### src/rtl/xsq_pkg.sv
package xsq_pkg;

    localparam int XSQ_LEN_W = 8;
    localparam int XSQ_ID_W  = 5;
    localparam int XSQ_IDS   = 1 << XSQ_ID_W;

    localparam logic [11:0] A_IRQ_MASK = 12'h080;
    localparam logic [11:0] A_IRQ_PEND = 12'h084;
    localparam logic [11:0] A_IRQ_SRC  = 12'h088;
    localparam logic [11:0] A_CTRL     = 12'h400;
    localparam logic [11:0] A_NEXT_ID  = 12'h404;
    localparam logic [11:0] A_START    = 12'h408;
    localparam logic [11:0] A_FLAGS    = 12'h40C;
    localparam logic [11:0] A_INNER    = 12'h418;
    localparam logic [11:0] A_OUTER    = 12'h41C;
    localparam logic [11:0] A_DONE     = 12'h428;

    typedef enum logic [1:0] {
        CS_OFF  = 2'd0,
        CS_RUN  = 2'd1,
        CS_HOLD = 2'd3
    } ctl_state_t;

    typedef enum logic {
        MV_IDLE = 1'b0,
        MV_XFER = 1'b1
    } mv_state_t;

    typedef struct packed {
        logic [XSQ_ID_W-1:0]  id;
        logic                 cyclic;
        logic [XSQ_LEN_W-1:0] inner;
        logic [XSQ_LEN_W-1:0] outer;
    } xsq_desc_t;

endpackage

### src/rtl/xsq_desc_fifo.sv
module xsq_desc_fifo
    import xsq_pkg::*;
#(
    parameter int DEPTH = 4,
    localparam int PTR_W = (DEPTH > 1) ? $clog2(DEPTH) : 1,
    localparam int CNT_W = $clog2(DEPTH + 1)
) (
    input  logic             clk,
    input  logic             rst_n,
    input  logic             flush,
    input  logic             push,
    input  xsq_desc_t        push_data,
    input  logic             pop,
    output xsq_desc_t        pop_data,
    output logic             empty,
    output logic             full,
    output logic [CNT_W-1:0] count
);

    xsq_desc_t        slots [DEPTH];
    logic [PTR_W-1:0] wr_ptr;
    logic [PTR_W-1:0] rd_ptr;
    logic             push_ok;
    logic             pop_ok;

    function automatic logic [PTR_W-1:0] bump(input logic [PTR_W-1:0] p);
        return (p == PTR_W'(DEPTH - 1)) ? '0 : p + 1'b1;
    endfunction

    assign empty    = (count == '0);
    assign full     = (count == CNT_W'(DEPTH));
    assign push_ok  = push && !full && !flush;
    assign pop_ok   = pop && !empty && !flush;
    assign pop_data = slots[rd_ptr];

    always_ff @(posedge clk) begin
        if (push_ok) begin
            slots[wr_ptr] <= push_data;
        end
    end

    always_ff @(posedge clk) begin
        if (!rst_n || flush) begin
            wr_ptr <= '0;
            rd_ptr <= '0;
            count  <= '0;
        end else begin
            if (push_ok) begin
                wr_ptr <= bump(wr_ptr);
            end
            if (pop_ok) begin
                rd_ptr <= bump(rd_ptr);
            end
            case ({push_ok, pop_ok})
                2'b10:   count <= count + 1'b1;
                2'b01:   count <= count - 1'b1;
                default: count <= count;
            endcase
        end
    end

endmodule

### src/rtl/xsq_mover_stub.sv
module xsq_mover_stub
    import xsq_pkg::*;
(
    input  logic                clk,
    input  logic                rst_n,
    input  logic                flush,
    input  logic                run,
    input  logic                avail,
    input  xsq_desc_t           desc_in,
    output logic                take,
    output logic                fin,
    output logic [XSQ_ID_W-1:0] fin_id
);

    mv_state_t             state;
    mv_state_t             state_nx;
    xsq_desc_t             cur;
    logic [XSQ_LEN_W-1:0]  icnt;
    logic [XSQ_LEN_W-1:0]  ocnt;
    logic                  last_beat;

    assign last_beat = (icnt == cur.inner) && (ocnt == cur.outer);
    assign fin_id    = cur.id;

    always_ff @(posedge clk) begin
        if (!rst_n || flush) begin
            state <= MV_IDLE;
        end else begin
            state <= state_nx;
        end
    end

    always_comb begin
        state_nx = state;
        take     = 1'b0;
        fin      = 1'b0;
        unique case (state)
            MV_IDLE: begin
                if (run && avail) begin
                    take     = 1'b1;
                    state_nx = MV_XFER;
                end
            end
            MV_XFER: begin
                if (run && last_beat) begin
                    fin      = 1'b1;
                    state_nx = cur.cyclic ? MV_XFER : MV_IDLE;
                end
            end
        endcase
    end

    always_ff @(posedge clk) begin
        if (!rst_n) begin
            cur  <= '0;
            icnt <= '0;
            ocnt <= '0;
        end else if (take) begin
            cur  <= desc_in;
            icnt <= '0;
            ocnt <= '0;
        end else if (state == MV_XFER && run) begin
            if (last_beat) begin
                icnt <= '0;
                ocnt <= '0;
            end else if (icnt == cur.inner) begin
                icnt <= '0;
                ocnt <= ocnt + 1'b1;
            end else begin
                icnt <= icnt + 1'b1;
            end
        end
    end

endmodule

### src/rtl/xsq_irq_ctrl.sv
module xsq_irq_ctrl #(
    parameter int CAUSES = 2
) (
    input  logic              clk,
    input  logic              rst_n,
    input  logic              mask_we,
    input  logic              pend_we,
    input  logic [CAUSES-1:0] wbits,
    input  logic [CAUSES-1:0] events,
    output logic [CAUSES-1:0] mask,
    output logic [CAUSES-1:0] pend,
    output logic [CAUSES-1:0] active,
    output logic              irq
);

    logic [CAUSES-1:0] clr_bits;

    assign clr_bits = pend_we ? wbits : '0;
    assign active   = pend & ~mask;
    assign irq      = |active;

    always_ff @(posedge clk) begin
        if (!rst_n) begin
            mask <= '1;
            pend <= '0;
        end else begin
            if (mask_we) begin
                mask <= wbits;
            end
            pend <= (pend & ~clr_bits) | events;
        end
    end

endmodule

### src/rtl/xfer_submit_queue.sv
module xfer_submit_queue
    import xsq_pkg::*;
#(
    parameter int DEPTH  = 4,
    parameter int ADDR_W = 12,
    parameter int DATA_W = 32,
    localparam int CNT_W = $clog2(DEPTH + 1)
) (
    input  logic              clk,
    input  logic              rst_n,
    input  logic              reg_wr,
    input  logic              reg_rd,
    input  logic [ADDR_W-1:0] reg_addr,
    input  logic [DATA_W-1:0] reg_wdata,
    output logic [DATA_W-1:0] reg_rdata,
    output logic              irq
);

    ctl_state_t            ctl_state;
    ctl_state_t            ctl_nx;
    logic                  run;
    logic                  flush;
    logic [1:0]            ctl_view;

    logic [2:0]            flags_q;
    logic [XSQ_LEN_W-1:0]  inner_q;
    logic [XSQ_LEN_W-1:0]  outer_q;
    logic [XSQ_ID_W-1:0]   next_id;
    logic [XSQ_IDS-1:0]    done_q;
    logic [XSQ_IDS-1:0]    done_set;

    logic                  q_empty;
    logic                  q_full;
    logic [CNT_W-1:0]      q_count;
    xsq_desc_t             q_in;
    xsq_desc_t             q_out;
    logic                  accept;
    logic                  pop;
    logic                  fin;
    logic [XSQ_ID_W-1:0]   fin_id;
    logic                  eot_evt;
    logic                  rd_done;

    logic [1:0]            irq_mask;
    logic [1:0]            irq_pend;
    logic [1:0]            irq_active;

    logic                  unused_wdata;

    assign unused_wdata = ^reg_wdata[DATA_W-1:XSQ_LEN_W];

    // control state register
    always_ff @(posedge clk) begin
        if (!rst_n) begin
            ctl_state <= CS_OFF;
        end else begin
            ctl_state <= ctl_nx;
        end
    end

    // control next state
    always_comb begin
        ctl_nx = ctl_state;
        if (reg_wr && reg_addr == A_CTRL) begin
            if (!reg_wdata[0]) begin
                ctl_nx = CS_OFF;
            end else if (reg_wdata[1]) begin
                ctl_nx = CS_HOLD;
            end else begin
                ctl_nx = CS_RUN;
            end
        end
    end

    // control outputs
    always_comb begin
        run      = 1'b0;
        flush    = 1'b0;
        ctl_view = 2'b00;
        unique case (ctl_state)
            CS_OFF: begin
                flush = 1'b1;
            end
            CS_RUN: begin
                run      = 1'b1;
                ctl_view = 2'b01;
            end
            CS_HOLD: begin
                ctl_view = 2'b11;
            end
            default: begin
                flush = 1'b1;
            end
        endcase
    end

    assign accept = reg_wr && reg_addr == A_START && reg_wdata[0]
                    && !flush && !q_full;
    assign rd_done = reg_rd && reg_addr == A_DONE;

    always_comb begin
        q_in        = '0;
        q_in.id     = next_id;
        q_in.cyclic = flags_q[0];
        q_in.inner  = inner_q;
        q_in.outer  = outer_q;
    end

    // descriptor staging registers and ID allocation
    always_ff @(posedge clk) begin
        if (!rst_n) begin
            flags_q <= '0;
            inner_q <= '0;
            outer_q <= '0;
            next_id <= '0;
        end else begin
            if (reg_wr && reg_addr == A_FLAGS) begin
                flags_q <= reg_wdata[2:0];
            end
            if (reg_wr && reg_addr == A_INNER) begin
                inner_q <= reg_wdata[XSQ_LEN_W-1:0];
            end
            if (reg_wr && reg_addr == A_OUTER) begin
                outer_q <= reg_wdata[XSQ_LEN_W-1:0];
            end
            if (accept) begin
                next_id <= next_id + 1'b1;
            end
        end
    end

    xsq_desc_fifo #(.DEPTH(DEPTH)) u_fifo (
        .clk       (clk),
        .rst_n     (rst_n),
        .flush     (flush),
        .push      (accept),
        .push_data (q_in),
        .pop       (pop),
        .pop_data  (q_out),
        .empty     (q_empty),
        .full      (q_full),
        .count     (q_count)
    );

    xsq_mover_stub u_mover (
        .clk     (clk),
        .rst_n   (rst_n),
        .flush   (flush),
        .run     (run),
        .avail   (!q_empty),
        .desc_in (q_out),
        .take    (pop),
        .fin     (fin),
        .fin_id  (fin_id)
    );

    // completion mask: read clears what was returned, new sets survive
    assign done_set = fin ? (XSQ_IDS'(1) << fin_id) : '0;
    assign eot_evt  = fin && (!done_q[fin_id] || rd_done);

    always_ff @(posedge clk) begin
        if (!rst_n) begin
            done_q <= '0;
        end else if (rd_done) begin
            done_q <= done_set;
        end else begin
            done_q <= done_q | done_set;
        end
    end

    xsq_irq_ctrl #(.CAUSES(2)) u_irq (
        .clk     (clk),
        .rst_n   (rst_n),
        .mask_we (reg_wr && reg_addr == A_IRQ_MASK),
        .pend_we (reg_wr && reg_addr == A_IRQ_PEND),
        .wbits   (reg_wdata[1:0]),
        .events  ({eot_evt, pop}),
        .mask    (irq_mask),
        .pend    (irq_pend),
        .active  (irq_active),
        .irq     (irq)
    );

    // read mux
    always_comb begin
        reg_rdata = '0;
        case (reg_addr)
            A_IRQ_MASK: reg_rdata[1:0] = irq_mask;
            A_IRQ_PEND: reg_rdata[1:0] = irq_pend;
            A_IRQ_SRC:  reg_rdata[1:0] = irq_active;
            A_CTRL:     reg_rdata[1:0] = ctl_view;
            A_NEXT_ID:  reg_rdata[XSQ_ID_W-1:0] = next_id;
            A_START:    reg_rdata[0] = flush || q_full;
            A_FLAGS:    reg_rdata[2:0] = flags_q;
            A_INNER:    reg_rdata[XSQ_LEN_W-1:0] = inner_q;
            A_OUTER:    reg_rdata[XSQ_LEN_W-1:0] = outer_q;
            A_DONE:     reg_rdata[XSQ_IDS-1:0] = done_q;
            default:    reg_rdata = '0;
        endcase
    end

endmodule

### config.mk
export PLATFORM = sky130hd
export DESIGN_NAME = xfer_submit_queue
export DESIGN_NICKNAME = d
export VERILOG_FILES = /design/src/rtl/xsq_pkg.sv /design/src/rtl/xsq_desc_fifo.sv /design/src/rtl/xsq_mover_stub.sv /design/src/rtl/xsq_irq_ctrl.sv /design/src/rtl/xfer_submit_queue.sv
export SDC_FILE = /design/constraint.sdc
export NUM_CORES = 1
export LEC_CHECK = 0
export ABC_AREA = 1
export BUFFER_PORTS_ARGS = -buffer_cell sky130_fd_sc_hd__buf_2
export CAP_MARGIN = 25
export CELL_PAD_IN_SITES_DETAIL_PLACEMENT = 1
export CELL_PAD_IN_SITES_GLOBAL_PLACEMENT = 2
export CORE_ASPECT_RATIO = 1.2
export CORE_UTILIZATION = 36
export DETAILED_ROUTE_END_ITERATION = 10
export PLACE_DENSITY = 0.81
export SLEW_MARGIN = 5
export SYNTH_ARGS = -nofsm -noshare
export SYNTH_HDL_FRONTEND = slang
export SYNTH_SLANG_ARGS = --single-unit
### constraint.sdc
create_clock -name clk -period 2.9 [get_ports clk]
set_input_delay 0.145 -clock clk [delete_from_list [all_inputs] [get_ports clk]]
set_output_delay 0.145 -clock clk [all_outputs]
set_load 0.01 [all_outputs]
==> results.md <==
- Clk Latency, worst-skew pair: ~0.45 ns
- Cell Count, Final, Fillers Out: approximately 1.4k
- # rows: 62
- Clock buffer depth: 2
- Number of port buffers: 56
- Distinct cell type count of the synthesized netlist: 46
- Count of mapped cells out of synthesis: 1056
- Hold/Removal Path Class: input port to flop
- Setup Skew: around 0.018 ns
- Count of placed standard cells including taps: 1404
- Routability cong.: 0.786
- CTS sink count: between 150 and 200
- Power per standard cell area: between 500 and 600 nW/µm²
- Maximum capacitance violations: 0
- Maximum operating frequency: roughly 460 MHz
- Number of H-tree branching levels: 4
- Largest stage delay on the critical path: between 0.3 and 0.4 ns
- Worst-case vdd ir drop: between 0.3 and 0.4 mV
- Vert. Die Dim: ~180 µm
- Count of cells along the worst hold path: 3
- EDFF count, synth: between 80 and 90
- Worst Setup Path Type: flop to flop
- Unrepaired setup endpoints after global routing: false
- Final antenna-violating net count: 0
- Beginning of the worst hold path: reg_wdata[1]
- Yosys Warn Count: 0
- Area delta synth->final: 13.3%
- Most frequent cells in the layout: nor2_1, nand2_1, o21ai_0
- Cells traversed along the worst timing path: inv_1 > nand3_1 > nand2_1 > nor2_1 > nand4_4 > ha_1 > inv_1 > fa_1 > o21ai_0 > a21oi_1 > o21ai_0 > a21oi_1
- CP Capture Type: flop
- Most common cell after layout, fill and taps aside: nor2_1
- Core Util, Final: about 42%
- Detailed-route wire length: approximately 25 mm
- Number of cells on the worst reg-to-reg path: 12
- Register-to-register setup slack: a little over 0.7 ns
- Launching element type of the critical path: flop
- Dpl hpwl: around 17 mm
- Launch instance of the worst register-to-register path: u_fifo.count[0]
- Global-route usage over all layers: 20.2%
- Req. time, crit path: around 3.3 ns
- Slew at the pin closest to its max-slew limit: 0.939 ns
- Part of the Yosys area used for sequential elements: between 50% and 60%
- Period Utilization, post-route: between 70 and 80%
- Number of buffers created by CTS: 17
- Switching pwr: between 1 and 1.5 mW
- Chip width: around 150 µm
- Setup Viol. Count Final: 0
- Number of remaining DRC errors: 0
- Number of buffers and inverters on the critical path: 2
- Share of final-layout standard cells stronger than drive strength 1: 12.5%
- Sum of negative setup slack: 0 ns
- TritonRoute pass-1 iters: 4
- Result of the run: finished, final reports clean
- Initial core utilization: between 30 and 40%
- Switching part of the total power: 22.1%
- Post-CTS setup repair buffer count: 0
- Netlist area before placement: about 9000 µm²
- Hold EP: flags_q[1]
- Design internal power: about 4 mW
- Worst setup slack after placement: 0.706 ns
- Global-route wire length before repair: roughly 40 mm
- I/O pins: about 80
- Mapped Avg Cell Area: 8.50 µm²
- Leftover overflow at the end of global routing: 0
- Worst reg2reg path endpoint: u_fifo.count[2]
- Mean routed wirelength per cell: 17.0 µm
- Slowest-stage cell, CP: dfxtp_1
- Lkg Pwr: roughly 3.9 nW
- Nets@finish: ~1.2k
- Largest delay share family, worst path: simple AND/OR/NAND/NOR gates
- Share of flip-flops with an asynchronous set or reset after synthesis: 0%
- Total vias in the final route: 7280
- Number of vias per cell after detailed routing: a little over 5
- Post-route minimum period: about 2.2 ns
- CP Max Fanout: 16
- Most common flop cell mapped by yosys: dfxtp_1
- Final number of max-transition violations: 0
- Number of DRC violations after detailed-routing iteration 0: about 300
- Floorplan core area: 24200 µm²
- Number of hold-slack violations in the final timing report: 0
- Cell at the root of the clock tree: clkbuf_16
- Number of global-route vias before repair: roughly 7.5k
- Relative contribution of the clock network to total power: roughly 43%
- Post-route worst setup slack: between 0.7 and 0.8 ns
- Relative contribution of combinational cells to total power: 1.7%
- Net count of the mapped netlist: 1114
- Max-slew headroom at the worst pin: between 30 and 40%
- Clk pin slew, worst setup/hold paths: 0.07 ns
- Initial antenna violation count: 0
- Pwr Total: between 5 and 6 mW
- Total die area: about 26000 µm²
- # resized after CTS: 0
- Critical path arrival: 2.56 ns
- Number of antenna repair diodes: 0
- Post-synthesis sequential element count: roughly 200
- Largest net degree at the start of global routing: 47
- Sequential share of power: between 50% and 60%
- CTS tree: yes
## state kept, by name, summed over array words and instances (netlist names), 3 cells and up
name / flops
u_mover.icnt: 8
u_mover.ocnt: 8
u_fifo.count: 3
flags_q: 3
outer_q: 8
next_id: 5
u_fifo.slots: 88
inner_q: 8
u_mover.fin_id: 5
u_mover.cur: 17
done_q: 32
## worst register-to-register path: cells and delay by family (launching register included)
kind                       cells  cell delay, ns
AOI/OAI and AO/OA              4            0.46
adders and majority gates      2            0.48
buffers and inverters          2            0.19
DFF                            1            0.37
and+or+nand+nor                4            0.62
## cells by family after synthesis
logic type      Yosys count  share of synthesized area [%]
buf+inv                 141                           6.70
compound gates          214                           12.9
simple gates            470                           23.0
flops                   196                           53.5
mux                       1                          0.111
fa+ha+maj                10                           1.48
xor+xnor                 24                           2.34
## metrics by stage
step / cell area (µm²) / hold WS, ns
global route: 10200 / 0.0619
detailed placement: 9570 / 0.431
finish: 10200 / 0.0439
CTS: 10200 / 0.0284
floorplan: 8980 / 0.280
global placement: 9570 / 0.422
## cell usage after synthesis, types with 3 or more instances
cell | count | area [µm²]
nor2_1 | 203 | 762
nand2_1 | 163 | 612
o21ai_0 | 111 | 556
dfxtp_1 | 108 | 2160
edfxtp_1 | 88 | 2640
inv_1 | 86 | 323
a21oi_1 | 65 | 325
nand3_1 | 49 | 245
clkbuf_1 | 26 | 97.6
a31oi_1 | 22 | 138
nand4_1 | 12 | 75.1
nor3_1 | 12 | 60.1
xnor2_1 | 12 | 105
xor2_1 | 12 | 105
buf_2 | 10 | 50.1
ha_1 | 9 | 113
buf_6 | 7 | 78.8
inv_2 | 7 | 26.3
nand2_4 | 4 | 45.0
nand3b_1 | 4 | 30.0
nand2_2 | 3 | 18.8
nor2_2 | 3 | 18.8
nor3_2 | 3 | 30.0
o2111ai_1 | 3 | 26.3
o211ai_1 | 3 | 22.5
o22ai_1 | 3 | 18.8
## how the worst max path moves through the flow
stage / startpoint / end / slack, ns / cells after the start
final: u_fifo.count[0] / u_fifo.count[2] / 0.71 / 12
after global routing: u_fifo.count[0] / u_fifo.count[2] / 0.49 / 12
after CTS: u_fifo.count[0] / u_fifo.count[2] / 0.68 / 12
after detailed placement: reg_addr[9] / u_fifo.count[2] / 0.71 / 12
after global placement: reg_addr[9] / u_fifo.count[2] / 0.73 / 12
after floorplan: u_fifo.count[0] / u_fifo.slots[0][0] / 0.56 / 7
## metal layers
metal	routed length [µm]	track usage, %	vias to the layer above
met2	12400	36.5	84
li1	-	-	3622
met5	0	0	-
met1	11200	25.2	3555
met3	682	2.61	19
met4	299	5.60	0
## power groups by stage
stage / clock (mW) / combinational, mW / sequential [mW]
2_1_floorplan: 0 / 0.0411 / 2.92
3_3_place_gp: 0 / 0.0843 / 2.92
3_5_place_dp: 0 / 0.0851 / 2.92
4_1_cts: 2.30 / 0.0918 / 2.86
5_1_grt: 2.41 / 0.100 / 2.86
6_report: 2.25 / 0.0902 / 2.86
## layout make-up
| cell class | count | area, µm² |
|---|---|---|
| Clock inverter | 13 | 93.8 |
| Timing Repair Buffer | 80 | 475 |
| Inverter | 95 | 357 |
| Clock buffer | 19 | 454 |
| Sequential cell | 196 | 4800 |
| Tap cell | 320 | 400 |
| Fill cell | 2950 | 14000 |
| Multi-Input combinational cell | 719 | 3590 |
## repair_timing
| action | CTS | global route |
|---|---|---|
| hold buffers | 6 | 0 |
| hold endpoints to repair | 9 | 0 |
| setup endpoints to repair | 0 | 0 |
(Power assumes the default switching activity.)
